[src/rtl/i2cst_pkg.sv]
package i2cst_pkg;
   localparam logic [7:0] CODE_NONE      = 8'hF8;
   localparam logic [7:0] CODE_SLA_R     = 8'hA8;
   localparam logic [7:0] CODE_ARB_SLA_R = 8'hB0;
   localparam logic [7:0] CODE_DATA_ACK  = 8'hB8;
   localparam logic [7:0] CODE_DATA_NACK = 8'hC0;
   localparam logic [7:0] CODE_LAST_ACK  = 8'hC8;

   typedef enum logic [2:0] {
      S_IDLE,
      S_ADDR,
      S_AACK,
      S_HOLD,
      S_TX,
      S_ACKW,
      S_NAWAIT
   } eng_state_e;
endpackage

[src/rtl/i2cst_filter.sv]
module i2cst_filter #(
   parameter int SYNC_STAGES = 2,
   parameter int FILT_LEN    = 3
) (
   input  logic clk,
   input  logic rst_n,
   input  logic pin_i,
   output logic lvl_o
);
   logic [SYNC_STAGES-1:0] sq;
   logic                   synced;

   always_ff @(posedge clk or negedge rst_n) begin
      if (!rst_n) sq <= '1;
      else        sq <= {sq[SYNC_STAGES-2:0], pin_i};
   end
   assign synced = sq[SYNC_STAGES-1];

   generate
      if (FILT_LEN == 1) begin : g_nofilt
         assign lvl_o = synced;
      end else begin : g_filt
         logic [FILT_LEN-1:0] hist;
         logic                lvl_q;
         always_ff @(posedge clk or negedge rst_n) begin
            if (!rst_n) begin
               hist  <= '1;
               lvl_q <= 1'b1;
            end else begin
               hist <= {hist[FILT_LEN-2:0], synced};
               if (&hist)       lvl_q <= 1'b1;
               else if (~|hist) lvl_q <= 1'b0;
            end
         end
         assign lvl_o = lvl_q;

         // the filtered level never flips while the sampled history is mixed
         p_glitch_hold_r13: assert property (@(posedge clk) disable iff (!rst_n)
            (!(&hist) && !(~|hist)) |=> $stable(lvl_q));
      end
   endgenerate
endmodule

[src/rtl/i2cst_cond.sv]
module i2cst_cond (
   input  logic clk,
   input  logic rst_n,
   input  logic scl_f,
   input  logic sda_f,
   output logic scl_rise,
   output logic scl_fall,
   output logic start_det,
   output logic stop_det
);
   logic scl_q, sda_q;

   always_ff @(posedge clk or negedge rst_n) begin
      if (!rst_n) begin
         scl_q <= 1'b1;
         sda_q <= 1'b1;
      end else begin
         scl_q <= scl_f;
         sda_q <= sda_f;
      end
   end

   assign scl_rise  = scl_f & ~scl_q;
   assign scl_fall  = ~scl_f & scl_q;
   assign start_det = scl_f & scl_q & sda_q & ~sda_f;
   assign stop_det  = scl_f & scl_q & ~sda_q & sda_f;
endmodule

[src/rtl/i2cst_engine.sv]
module i2cst_engine
   import i2cst_pkg::*;
#(
   parameter logic [6:0] OWN_ADDR = 7'h5A
) (
   input  logic       clk,
   input  logic       rst_n,
   input  logic       scl_f,
   input  logic       sda_f,
   input  logic       scl_rise,
   input  logic       scl_fall,
   input  logic       start_det,
   input  logic       stop_det,
   input  logic       data_we,
   input  logic [7:0] data_in,
   input  logic       ctrl_we,
   input  logic       ctrl_ack_en,
   input  logic       ctrl_gc_en,
   input  logic       ctrl_start_req,
   input  logic       ctrl_int_clr,
   input  logic       arb_lost_i,
   output logic [7:0] status,
   output logic       int_flag,
   output logic       scl_oe,
   output logic       sda_oe,
   output logic       bus_start
);
   localparam int BITS  = 8;
   localparam int CNT_W = $clog2(BITS + 1);

   eng_state_e       state;
   logic [CNT_W-1:0] cnt;
   logic [BITS-1:0]  sreg, data_reg;
   logic             ack_en, gc_en, last_q, gc_hit, arb_q, m_ack;
   logic             pend, busy;
   logic             clr, own_hit, gc_match;

   assign clr      = ctrl_we & ctrl_int_clr & int_flag;
   assign own_hit  = (sreg[7:1] == OWN_ADDR) & sreg[0] & ack_en;
   assign gc_match = (sreg == '0) & gc_en & ack_en;
   assign scl_oe   = int_flag;

   always_ff @(posedge clk or negedge rst_n) begin
      if (!rst_n) begin
         state    <= S_IDLE;
         cnt      <= '0;
         sreg     <= '0;
         data_reg <= '0;
         status   <= CODE_NONE;
         int_flag <= 1'b0;
         sda_oe   <= 1'b0;
         ack_en   <= 1'b0;
         gc_en    <= 1'b0;
         last_q   <= 1'b0;
         gc_hit   <= 1'b0;
         arb_q    <= 1'b0;
         m_ack    <= 1'b0;
         pend     <= 1'b0;
         busy     <= 1'b0;
         bus_start <= 1'b0;
      end else begin
         bus_start <= 1'b0;
         if (data_we) data_reg <= data_in;
         if (ctrl_we) begin
            ack_en <= ctrl_ack_en;
            gc_en  <= ctrl_gc_en;
         end
         if (start_det)     busy <= 1'b1;
         else if (stop_det) busy <= 1'b0;
         if (pend && !busy && !start_det) begin
            bus_start <= 1'b1;
            pend      <= 1'b0;
         end

         if (start_det || stop_det) begin
            state    <= start_det ? S_ADDR : S_IDLE;
            cnt      <= '0;
            status   <= CODE_NONE;
            int_flag <= 1'b0;
            sda_oe   <= 1'b0;
         end else begin
            unique case (state)
               S_IDLE: ;
               S_ADDR: begin
                  if (scl_rise) begin
                     sreg <= {sreg[BITS-2:0], sda_f};
                     cnt  <= cnt + 1'b1;
                  end else if (scl_fall && cnt == CNT_W'(BITS)) begin
                     cnt <= '0;
                     if (own_hit || gc_match) begin
                        sda_oe <= 1'b1;
                        gc_hit <= gc_match;
                        arb_q  <= arb_lost_i;
                        state  <= S_AACK;
                     end else begin
                        state <= S_IDLE;
                     end
                  end
               end
               S_AACK: begin
                  if (scl_fall) begin
                     sda_oe <= 1'b0;
                     if (gc_hit) begin
                        state <= S_IDLE;
                     end else begin
                        status   <= arb_q ? CODE_ARB_SLA_R : CODE_SLA_R;
                        int_flag <= 1'b1;
                        state    <= S_HOLD;
                     end
                  end
               end
               S_HOLD: begin
                  if (clr) begin
                     int_flag <= 1'b0;
                     sreg     <= data_reg;
                     last_q   <= ~ctrl_ack_en;
                     sda_oe   <= ~data_reg[BITS-1];
                     cnt      <= '0;
                     state    <= S_TX;
                  end
               end
               S_TX: begin
                  if (scl_fall) begin
                     if (cnt == CNT_W'(BITS - 1)) begin
                        sda_oe <= 1'b0;
                        cnt    <= '0;
                        state  <= S_ACKW;
                     end else begin
                        sreg   <= {sreg[BITS-2:0], 1'b0};
                        sda_oe <= ~sreg[BITS-2];
                        cnt    <= cnt + 1'b1;
                     end
                  end
               end
               S_ACKW: begin
                  if (scl_rise) begin
                     m_ack <= ~sda_f;
                  end else if (scl_fall) begin
                     int_flag <= 1'b1;
                     if (!m_ack) begin
                        status <= CODE_DATA_NACK;
                        state  <= S_NAWAIT;
                     end else if (last_q) begin
                        status <= CODE_LAST_ACK;
                        state  <= S_NAWAIT;
                     end else begin
                        status <= CODE_DATA_ACK;
                        state  <= S_HOLD;
                     end
                  end
               end
               S_NAWAIT: begin
                  if (clr) begin
                     int_flag <= 1'b0;
                     state    <= S_IDLE;
                     if (ctrl_start_req) pend <= 1'b1;
                  end
               end
               default: state <= S_IDLE;
            endcase
         end
      end
   end

   // the flag only rises together with an event code
   p_flag_code_r2: assert property (@(posedge clk) disable iff (!rst_n)
      $rose(int_flag) |-> (status == CODE_SLA_R || status == CODE_ARB_SLA_R ||
                           status == CODE_DATA_ACK || status == CODE_DATA_NACK ||
                           status == CODE_LAST_ACK));

   // the code stays put while the host has not yet cleared the flag
   p_code_held_r4: assert property (@(posedge clk) disable iff (!rst_n)
      (int_flag && !(ctrl_we && ctrl_int_clr) && !start_det && !stop_det) |=> $stable(status));

   // SDA drive never moves while SCL stays high, bus conditions aside
   p_sda_low_phase_r5: assert property (@(posedge clk) disable iff (!rst_n)
      (scl_f && $past(scl_f) && !$past(start_det) && !$past(stop_det)) |-> $stable(sda_oe));

   // a STOP leaves the block idle with lines released
   p_stop_idle_r11: assert property (@(posedge clk) disable iff (!rst_n)
      $past(stop_det) |-> (status == CODE_NONE && !int_flag && !sda_oe));

   // the start request only goes out on a free bus
   p_start_free_r12: assert property (@(posedge clk) disable iff (!rst_n)
      bus_start |-> !busy);
endmodule

[src/rtl/i2c_slave_tx.sv]
module i2c_slave_tx #(
   parameter logic [6:0] OWN_ADDR    = 7'h5A,
   parameter int         SYNC_STAGES = 2,
   parameter int         FILT_LEN    = 3
) (
   input  logic       clk,
   input  logic       rst_n,
   input  logic       scl_i,
   input  logic       sda_i,
   output logic       scl_oe,
   output logic       sda_oe,
   input  logic       host_data_we,
   input  logic [7:0] host_data,
   input  logic       host_ctrl_we,
   input  logic       host_ack_en,
   input  logic       host_gc_en,
   input  logic       host_start_req,
   input  logic       host_int_clr,
   input  logic       arb_lost_i,
   output logic [7:0] status,
   output logic       int_flag,
   output logic       bus_start
);
   generate
      if (SYNC_STAGES < 2) begin : g_bad_sync
         $error("SYNC_STAGES must be at least 2");
      end
      if (FILT_LEN < 1 || FILT_LEN > 16) begin : g_bad_filt
         $error("FILT_LEN must lie in 1..16");
      end
   endgenerate

   logic scl_f, sda_f, scl_rise, scl_fall, start_det, stop_det;

   i2cst_filter #(.SYNC_STAGES(SYNC_STAGES), .FILT_LEN(FILT_LEN)) u_scl_filt (
      .clk(clk), .rst_n(rst_n), .pin_i(scl_i), .lvl_o(scl_f));

   i2cst_filter #(.SYNC_STAGES(SYNC_STAGES), .FILT_LEN(FILT_LEN)) u_sda_filt (
      .clk(clk), .rst_n(rst_n), .pin_i(sda_i), .lvl_o(sda_f));

   i2cst_cond u_cond (
      .clk(clk), .rst_n(rst_n), .scl_f(scl_f), .sda_f(sda_f),
      .scl_rise(scl_rise), .scl_fall(scl_fall),
      .start_det(start_det), .stop_det(stop_det));

   i2cst_engine #(.OWN_ADDR(OWN_ADDR)) u_eng (
      .clk(clk), .rst_n(rst_n), .scl_f(scl_f), .sda_f(sda_f),
      .scl_rise(scl_rise), .scl_fall(scl_fall),
      .start_det(start_det), .stop_det(stop_det),
      .data_we(host_data_we), .data_in(host_data),
      .ctrl_we(host_ctrl_we), .ctrl_ack_en(host_ack_en),
      .ctrl_gc_en(host_gc_en), .ctrl_start_req(host_start_req),
      .ctrl_int_clr(host_int_clr), .arb_lost_i(arb_lost_i),
      .status(status), .int_flag(int_flag), .scl_oe(scl_oe),
      .sda_oe(sda_oe), .bus_start(bus_start));
endmodule

[config.mk]
export PLATFORM = sky130hd
export DESIGN_NAME = i2c_slave_tx
export DESIGN_NICKNAME = d
export VERILOG_FILES = /design/src/rtl/i2cst_pkg.sv /design/src/rtl/i2cst_filter.sv /design/src/rtl/i2cst_cond.sv /design/src/rtl/i2cst_engine.sv /design/src/rtl/i2c_slave_tx.sv
export SDC_FILE = /design/constraint.sdc
export NUM_CORES = 1
export LEC_CHECK = 0
export BUFFER_PORTS_ARGS = -buffer_cell sky130_fd_sc_hd__clkbuf_2
export CAP_MARGIN = 0
export CORE_MARGIN = 2
export CORE_UTILIZATION = 38
export DETAILED_ROUTE_END_ITERATION = 7
export SETUP_SLACK_MARGIN = 0.2
export SKIP_LAST_GASP = 1
export SYNTH_ARGS = -nofsm -noshare
export SYNTH_HDL_FRONTEND = slang
export SYNTH_HIERARCHICAL = 1
export SYNTH_SLANG_ARGS = --single-unit
[constraint.sdc]
create_clock -name clk -period 5.9 [get_ports clk]
set_clock_uncertainty 0.15 [all_clocks]
set_input_delay 0.59 -clock clk [delete_from_list [all_inputs] [get_ports clk]]
set_output_delay 0.59 -clock clk [all_outputs]
set_load 0.02 [all_outputs]
==> results_dict.tcl, run 1 <==
set metrics [dict create \
    reg2reg_slack_ns 3.43 \
    routed_wl_um 4964 \
    antenna_found_initial 0 \
    final_antenna_net_count 0 \
    cts_resized 0 \
    tightest_slew_ns 0.6461 \
    crit_path_max_fanout 16 \
    met3_usage_pct 2.381 \
    wl_per_cell_um 14.56 \
    grt_pass1_vias 1695 \
    hpwl_um 3500 \
    htree_levels 2 \
    top_usage_layer "met2" \
    io_buffers 26 \
    die_w_um 86.56 \
    rsz0062_at_grt "false" \
    critPathSlowestCell "dfrtp_1" \
    clk_pin_slew_ns 0.11 \
    cts_inserted_buffers 5 \
    synth-seq-cells 52 \
    cts_tree "done" \
    pin_count 31 \
    ys.flop_type "dfrtp_1" \
    rr_startpoint "u_eng/state[0]$_DFFE_PN0P_" \
    tns_ns 0 \
    crit_required_ns 5.95 \
    hold_path_depth 1 \
    globalplace.congestion 0.9147 \
    relSlewSlack_pct 56.93 \
    postCtsHoldBufs 0 \
    cellPowerDensity_mw_per_mm2 322.0 \
    path_class "register to register" \
    die_h_um 86.56 \
    hold_viol 0 \
    synthToLayoutAreaGrowth_pct 9.613 \
    fin_util_pct 42.49 \
    drv_slew 0 \
    num-nets-final 281 \
    grt-ovfl-total 0 \
    dp.cells 333 \
    stdcell_count 341 \
    clkLatencyLatePin_ns 0.32 \
    cts.sinks 52 \
    grt_start_max_net_pins 53 \
    route.detailed.drc 0 \
    ys_warn_count 6 \
    grt_usage_pct 14.28 \
    grt_pass1_wl_um 8459 \
    netlist_area_mm2 0.002590 \
    slowest_delay_ns 0.69 \
    grt.met1_usage_pct 20.95 \
    synth_edf_count 0 \
    fp.dieArea_mm2 0.007492 \
    vias_per_cell 5.305 \
    root_buffer "clkbuf_8" \
    post_cts_buffers 0 \
    worstRegToRegCells 4 \
    whs_ns 0.1855 \
    cp_cell_sequence "and3b_1 > and2_1 > a211o_1 > o21ai_1" \
    fillers 639 \
    drt_iter0_drc 163 \
    hold_end "u_sda_filt/sq[0]$_DFF_PN1_" \
    min-delay-start "sda_i" \
    p_leak_nw 1.198 \
    grt_use_met2_pct 21.26 \
    critPathTopFamily "simple AND/OR/NAND/NOR gates" \
    n_antenna_cell 0 \
    status "complete, no violations" \
    min_path_type "primary input to register" \
    synth_cells 237 \
    clock.fmax_mhz 405.4 \
    async_reset_ff_share_pct 100.0 \
    drive_gt1_share_pct 30.65 \
    setup_viol 0 \
    core-area_mm2 0.006681 \
    critical_path_buf_inv_count 0 \
    regArea_mm2 0.001324 \
    ir_drop_uv 214.7 \
    finalCriticalPeriod_ns 2.467 \
    maxCapViolCount 0 \
    post-route-period-util_pct 41.81 \
    first_pass_iters 4 \
    clock_path_buffers 2 \
    syn_area_per_cell_um2 10.93 \
    end_kind "register" \
    startpoint_type "register" \
    multi_input_area_mm2 0.001135 \
    cp_data_arrival_time_ns 2.51 \
    timing.rr.end "u_eng/sreg[5]$_DFFE_PN0P_" \
    vias 1809 \
    ys_seq_area_share_pct 51.11 \
    initial_core_util_pct 38.76 \
    rows 30 \
    ys_types 56 \
]
==> power breakdown <==
group	switching, mW	total (mW)	internal [mW]
combinational	0.116	0.205	0.0893
clock	0.137	0.227	0.0899
sequential	0.0623	0.482	0.420
==> worst register-to-register path: stages (launching register included) <==
cell     delay [ns]
dfrtp_1        0.69
and3b_1        0.63
and2_1         0.28
a211o_1        0.44
o21ai_1        0.15
==> through the flow <==
step / setup slack [ns] / power, mW / cell area (um2)
after floorplan: 3.766 / 0.6396 / 2597
after global routing: 3.222 / 0.9719 / 2839
after detailed placement: 3.443 / 0.6936 / 2741
final: 3.433 / 0.9140 / 2839
after global placement: 3.540 / 0.6880 / 2741
after CTS: 3.441 / 0.9212 / 2839
==> kinds of logic after synthesis <==
| logic type | Yosys count | share of synthesized area, % |
|---|---|---|
| buffers and inverters | 25 | 5.362 |
| AO/OA/AOI/OAI | 59 | 14.98 |
| XOR/XNOR | 1 | 0.3382 |
| adder cells (fa/ha/maj) | 2 | 0.9660 |
| other | 2 | 0.2900 |
| multiplexers | 25 | 10.53 |
| flip-flops | 52 | 51.11 |
| AND/OR/NAND/NOR | 71 | 16.43 |
==> placed cells by master, fill, tap and decap left out, types with 2 or more instances in the layout <==
cell type	count
o21ai_1	11
clkbuf_8	5
dfstp_2	18
conb_1	4
a211o_1	2
inv_1	12
o211ai_1	2
and3b_1	2
nor3_1	3
and3_1	2
nand4_1	2
clkbuf_2	26
nor3b_1	2
inv_6	2
nor4b_1	2
nand2_1	19
nand2b_1	3
nor2_1	13
a21oi_1	13
o21ai_0	10
ha_1	2
mux2_2	17
dfrtp_1	34
nand3b_1	3
o21ai_2	2
nand3_1	4
and4b_1	2
and2_1	2
o31ai_1	4
mux2i_1	7
nor2b_1	5
==> how the worst max path moves through the flow <==
| stage | endpoint | cells past startpoint | slack (ns) | from |
|---|---|---|---|---|
| 2_1_floorplan | u_eng/state[0]$_DFFE_PN0P_ | 6 | 3.77 | u_sda_filt/lvl_o$_DFFE_PN1P_ |
| 3_3_place_gp | u_eng/sreg[3]$_DFFE_PN0P_ | 5 | 3.54 | u_eng/state[0]$_DFFE_PN0P_ |
| 3_5_place_dp | u_eng/sreg[5]$_DFFE_PN0P_ | 4 | 3.44 | u_eng/state[0]$_DFFE_PN0P_ |
| 4_1_cts | u_eng/sreg[5]$_DFFE_PN0P_ | 4 | 3.44 | u_eng/state[0]$_DFFE_PN0P_ |
| 5_1_grt | u_eng/sreg[3]$_DFFE_PN0P_ | 5 | 3.22 | u_eng/state[0]$_DFFE_PN0P_ |
| 6_report | u_eng/sreg[5]$_DFFE_PN0P_ | 4 | 3.43 | u_eng/state[0]$_DFFE_PN0P_ |
==> per-layer routing <==
| metal | wire, um | up-vias |
|---|---|---|
| met5 | 0 | - |
| met4 | 61 | 0 |
| met3 | 236 | 7 |
| met2 | 2220 | 49 |
| met1 | 2444 | 872 |
| li1 | - | 881 |
==> cell usage after synthesis, types with 3 or more instances <==
cell / instances / area [um2]
mux2i_1: 7 / 70.07
nor2_1: 13 / 48.80
nand3b_1: 3 / 22.52
clkbuf_1: 3 / 11.26
a21oi_1: 13 / 65.06
nand2b_1: 3 / 18.77
dfstp_2: 18 / 473.0
inv_1: 12 / 45.04
nand3_1: 4 / 20.02
mux2_2: 17 / 191.4
o21ai_1: 11 / 55.05
o31ai_1: 4 / 30.03
buf_6: 3 / 33.78
nor3_1: 3 / 15.01
o21ai_0: 10 / 50.05
nand2_1: 19 / 71.32
dfrtp_1: 34 / 850.8
buf_4: 6 / 45.04
nor2b_1: 5 / 31.28
==> cell type report <==
type | instances | share of cell area (%)
Tap cell | 80 | 3.526
Sequential cell | 52 | 46.63
Clock inverter | 3 | 1.014
Inverter | 12 | 1.587
Timing Repair Buffer | 27 | 4.848
Clock buffer | 5 | 2.424
Multi-Input combinational cell | 162 | 39.97
Power figures use the tool's default switching activity.
==> inputs of run 2 (changes only) <==
clock period = 2.5 ns   (was 5.9 ns; I/O delays follow)
==> results_dict.tcl, run 2 (same netlist as run 1, synthesis figures left out) <==
set metrics [dict create \
    startpoint_type "register" \
    final_antenna_net_count 0 \
    htree_levels 2 \
    rows 30 \
    crit_required_ns 2.55 \
    drive_gt1_share_pct 32.84 \
    drt_iter0_drc 137 \
    layout_commonest_cell "dfrtp_1" \
    clock.fmax_mhz 456.3 \
    antenna_found_initial 0 \
    end_kind "register" \
    reg2reg_slack_ns 0.31 \
    power.share.clock_pct 23.6 \
    setup_viol 0 \
    root_buffer "clkbuf_8" \
    drv_slew 0 \
    top_usage_layer "met2" \
    vias 1846 \
    ir_drop_uv 391.0 \
    p_comb_share_pct 24.3 \
    p_total_mw 2.169 \
    cts.sinks 52 \
    tns_ns 0 \
    timing.rr.end "u_eng/state[2]$_DFFE_PN0P_" \
    crit_start "u_sda_filt/lvl_o$_DFFE_PN1P_" \
    die_h_um 86.56 \
    endpoint "u_eng/state[2]$_DFFE_PN0P_" \
    pin_count 31 \
    final_cell_mix "dfrtp_1, clkbuf_2, nand2_1, dfstp_2, mux2_2" \
    hpwl_um 3657 \
    met3_usage_pct 3.143 \
    swShare_pct 33.67 \
    core-area_mm2 0.006681 \
    first_pass_iters 5 \
    clkLatencyLatePin_ns 0.31 \
    io_buffers 26 \
    clock_path_buffers 2 \
    rsz0062_at_grt "false" \
    post-route-period-util_pct 87.66 \
    vias_per_cell 5.259 \
    fillers 639 \
    cellPowerDensity_mw_per_mm2 739.7 \
    path_class "register to register" \
    grt_pass1_vias 1779 \
    status "complete, no violations" \
    post_cts_buffers 0 \
    p_leak_nw 1.245 \
    cts_inserted_buffers 5 \
    tightest_slew_ns 0.6420 \
    grt_usage_pct 14.46 \
    grt_use_met2_pct 23.08 \
    clk_pin_slew_ns 0.11 \
    grt_start_max_net_pins 53 \
    rr_startpoint "u_sda_filt/lvl_o$_DFFE_PN1P_" \
    routed_wl_um 5039 \
    grt_pass1_wl_um 8569 \
    grt-ovfl-total 0 \
    hold_viol 0 \
    grt.met1_usage_pct 19.84 \
    cts_tree "done" \
    route.detailed.drc 0 \
    p_int_mw 1.439 \
    p_seq_share_pct 52.1 \
    cp_data_arrival_time_ns 2.24 \
    wl_per_cell_um 14.36 \
    num-nets-final 291 \
    min_path_type "primary input to register" \
    initial_core_util_pct 38.76 \
    n_antenna_cell 0 \
    crit_path_max_fanout 15 \
    relSlewSlack_pct 57.20 \
    globalplace.congestion 0.9097 \
    finalCriticalPeriod_ns 2.191 \
    p_switching_mw 0.7304 \
    synthToLayoutAreaGrowth_pct 13.24 \
    fp.dieArea_mm2 0.007492 \
    die_w_um 86.56 \
    worstRegToRegCells 5 \
    maxCapViolCount 0 \
]
-- run 2: how the worst min path moves through the flow --
stage | start | end | slack [ns] | depth (start not counted)
4_1_cts | host_data[6] | u_eng/data_reg[6]$_DFFE_PN0P_ | 0.003 | 2
5_1_grt | arb_lost_i | u_eng/arb_q$_DFFE_PN0P_ | 0.004 | 2
2_1_floorplan | rst_n | u_eng/ack_en$_DFFE_PN0P_ | -0.20 | 0
3_5_place_dp | scl_i | u_scl_filt/sq[0]$_DFF_PN1_ | 0.19 | 1
6_report | host_start_req | u_eng/pend$_DFF_PN0_ | 0.006 | 3
3_3_place_gp | sda_i | u_sda_filt/sq[0]$_DFF_PN1_ | 0.19 | 1
-- run 2: final cells by class --
cell class              instances  area [um2]  area share (%)
repair buffers                 37       222.7           7.594
flip-flops and latches         52        1325           45.18
well taps                      80       100.1           3.413
inverters                      12       45.04           1.536
multi-input cells             162        1145           39.04
clock inverters                 3       26.28          0.8959
clock buffers                   5       68.82           2.346
-- run 2: routing by layer --
metal / up-vias / share of wire [%] / routed length [um]
met4: 0 / 1.1 / 53
li1: 903 / - / -
met3: 8 / 4.7 / 237
met2: 54 / 46 / 2336
met5: - / 0 / 0
met1: 881 / 48 / 2412
-- run 2: critical path, cell delays in order, from the launching register on --
cell,delay (ns)
dfstp_2,0.60
and4b_1,0.26
or2_4,0.33
a31oi_1,0.20
o21bai_2,0.18
mux2_2,0.35
-- run 2: repair_timing --
item,CTS,global route
endpoints found under the setup margin,5,12
hold endpoints to repair,37,0
gates resized for setup,1,3
hold buffers,4,0
-- run 2: per-stage QoR --
| step | area [um2] | setup WS (ns) | util (%) | cells | hold slack (ns) |
|---|---|---|---|---|---|
| after floorplan | 2597 | 0.3659 | - | 239 | -0.1956 |
| after global placement | 2786 | 0.2646 | 41.70 | 339 | 0.1881 |
| after detailed placement | 2786 | 0.2032 | 41.70 | 339 | 0.1889 |
| after CTS | 2924 | 0.2675 | 43.76 | 351 | 0.003176 |
| after global routing | 2933 | 0.2034 | 43.90 | 351 | 0.003938 |
| final | 2933 | 0.3086 | 43.90 | 351 | 0.006288 |
-- run 2: power by group through the flow --
stage	logic (mW)	clock network, mW	registers [mW]
5_1_grt	0.595	0.567	1.15
6_report	0.527	0.512	1.13
3_3_place_gp	0.510	0	1.14
2_1_floorplan	0.395	0	1.11
3_5_place_dp	0.522	0	1.14
4_1_cts	0.531	0.535	1.13
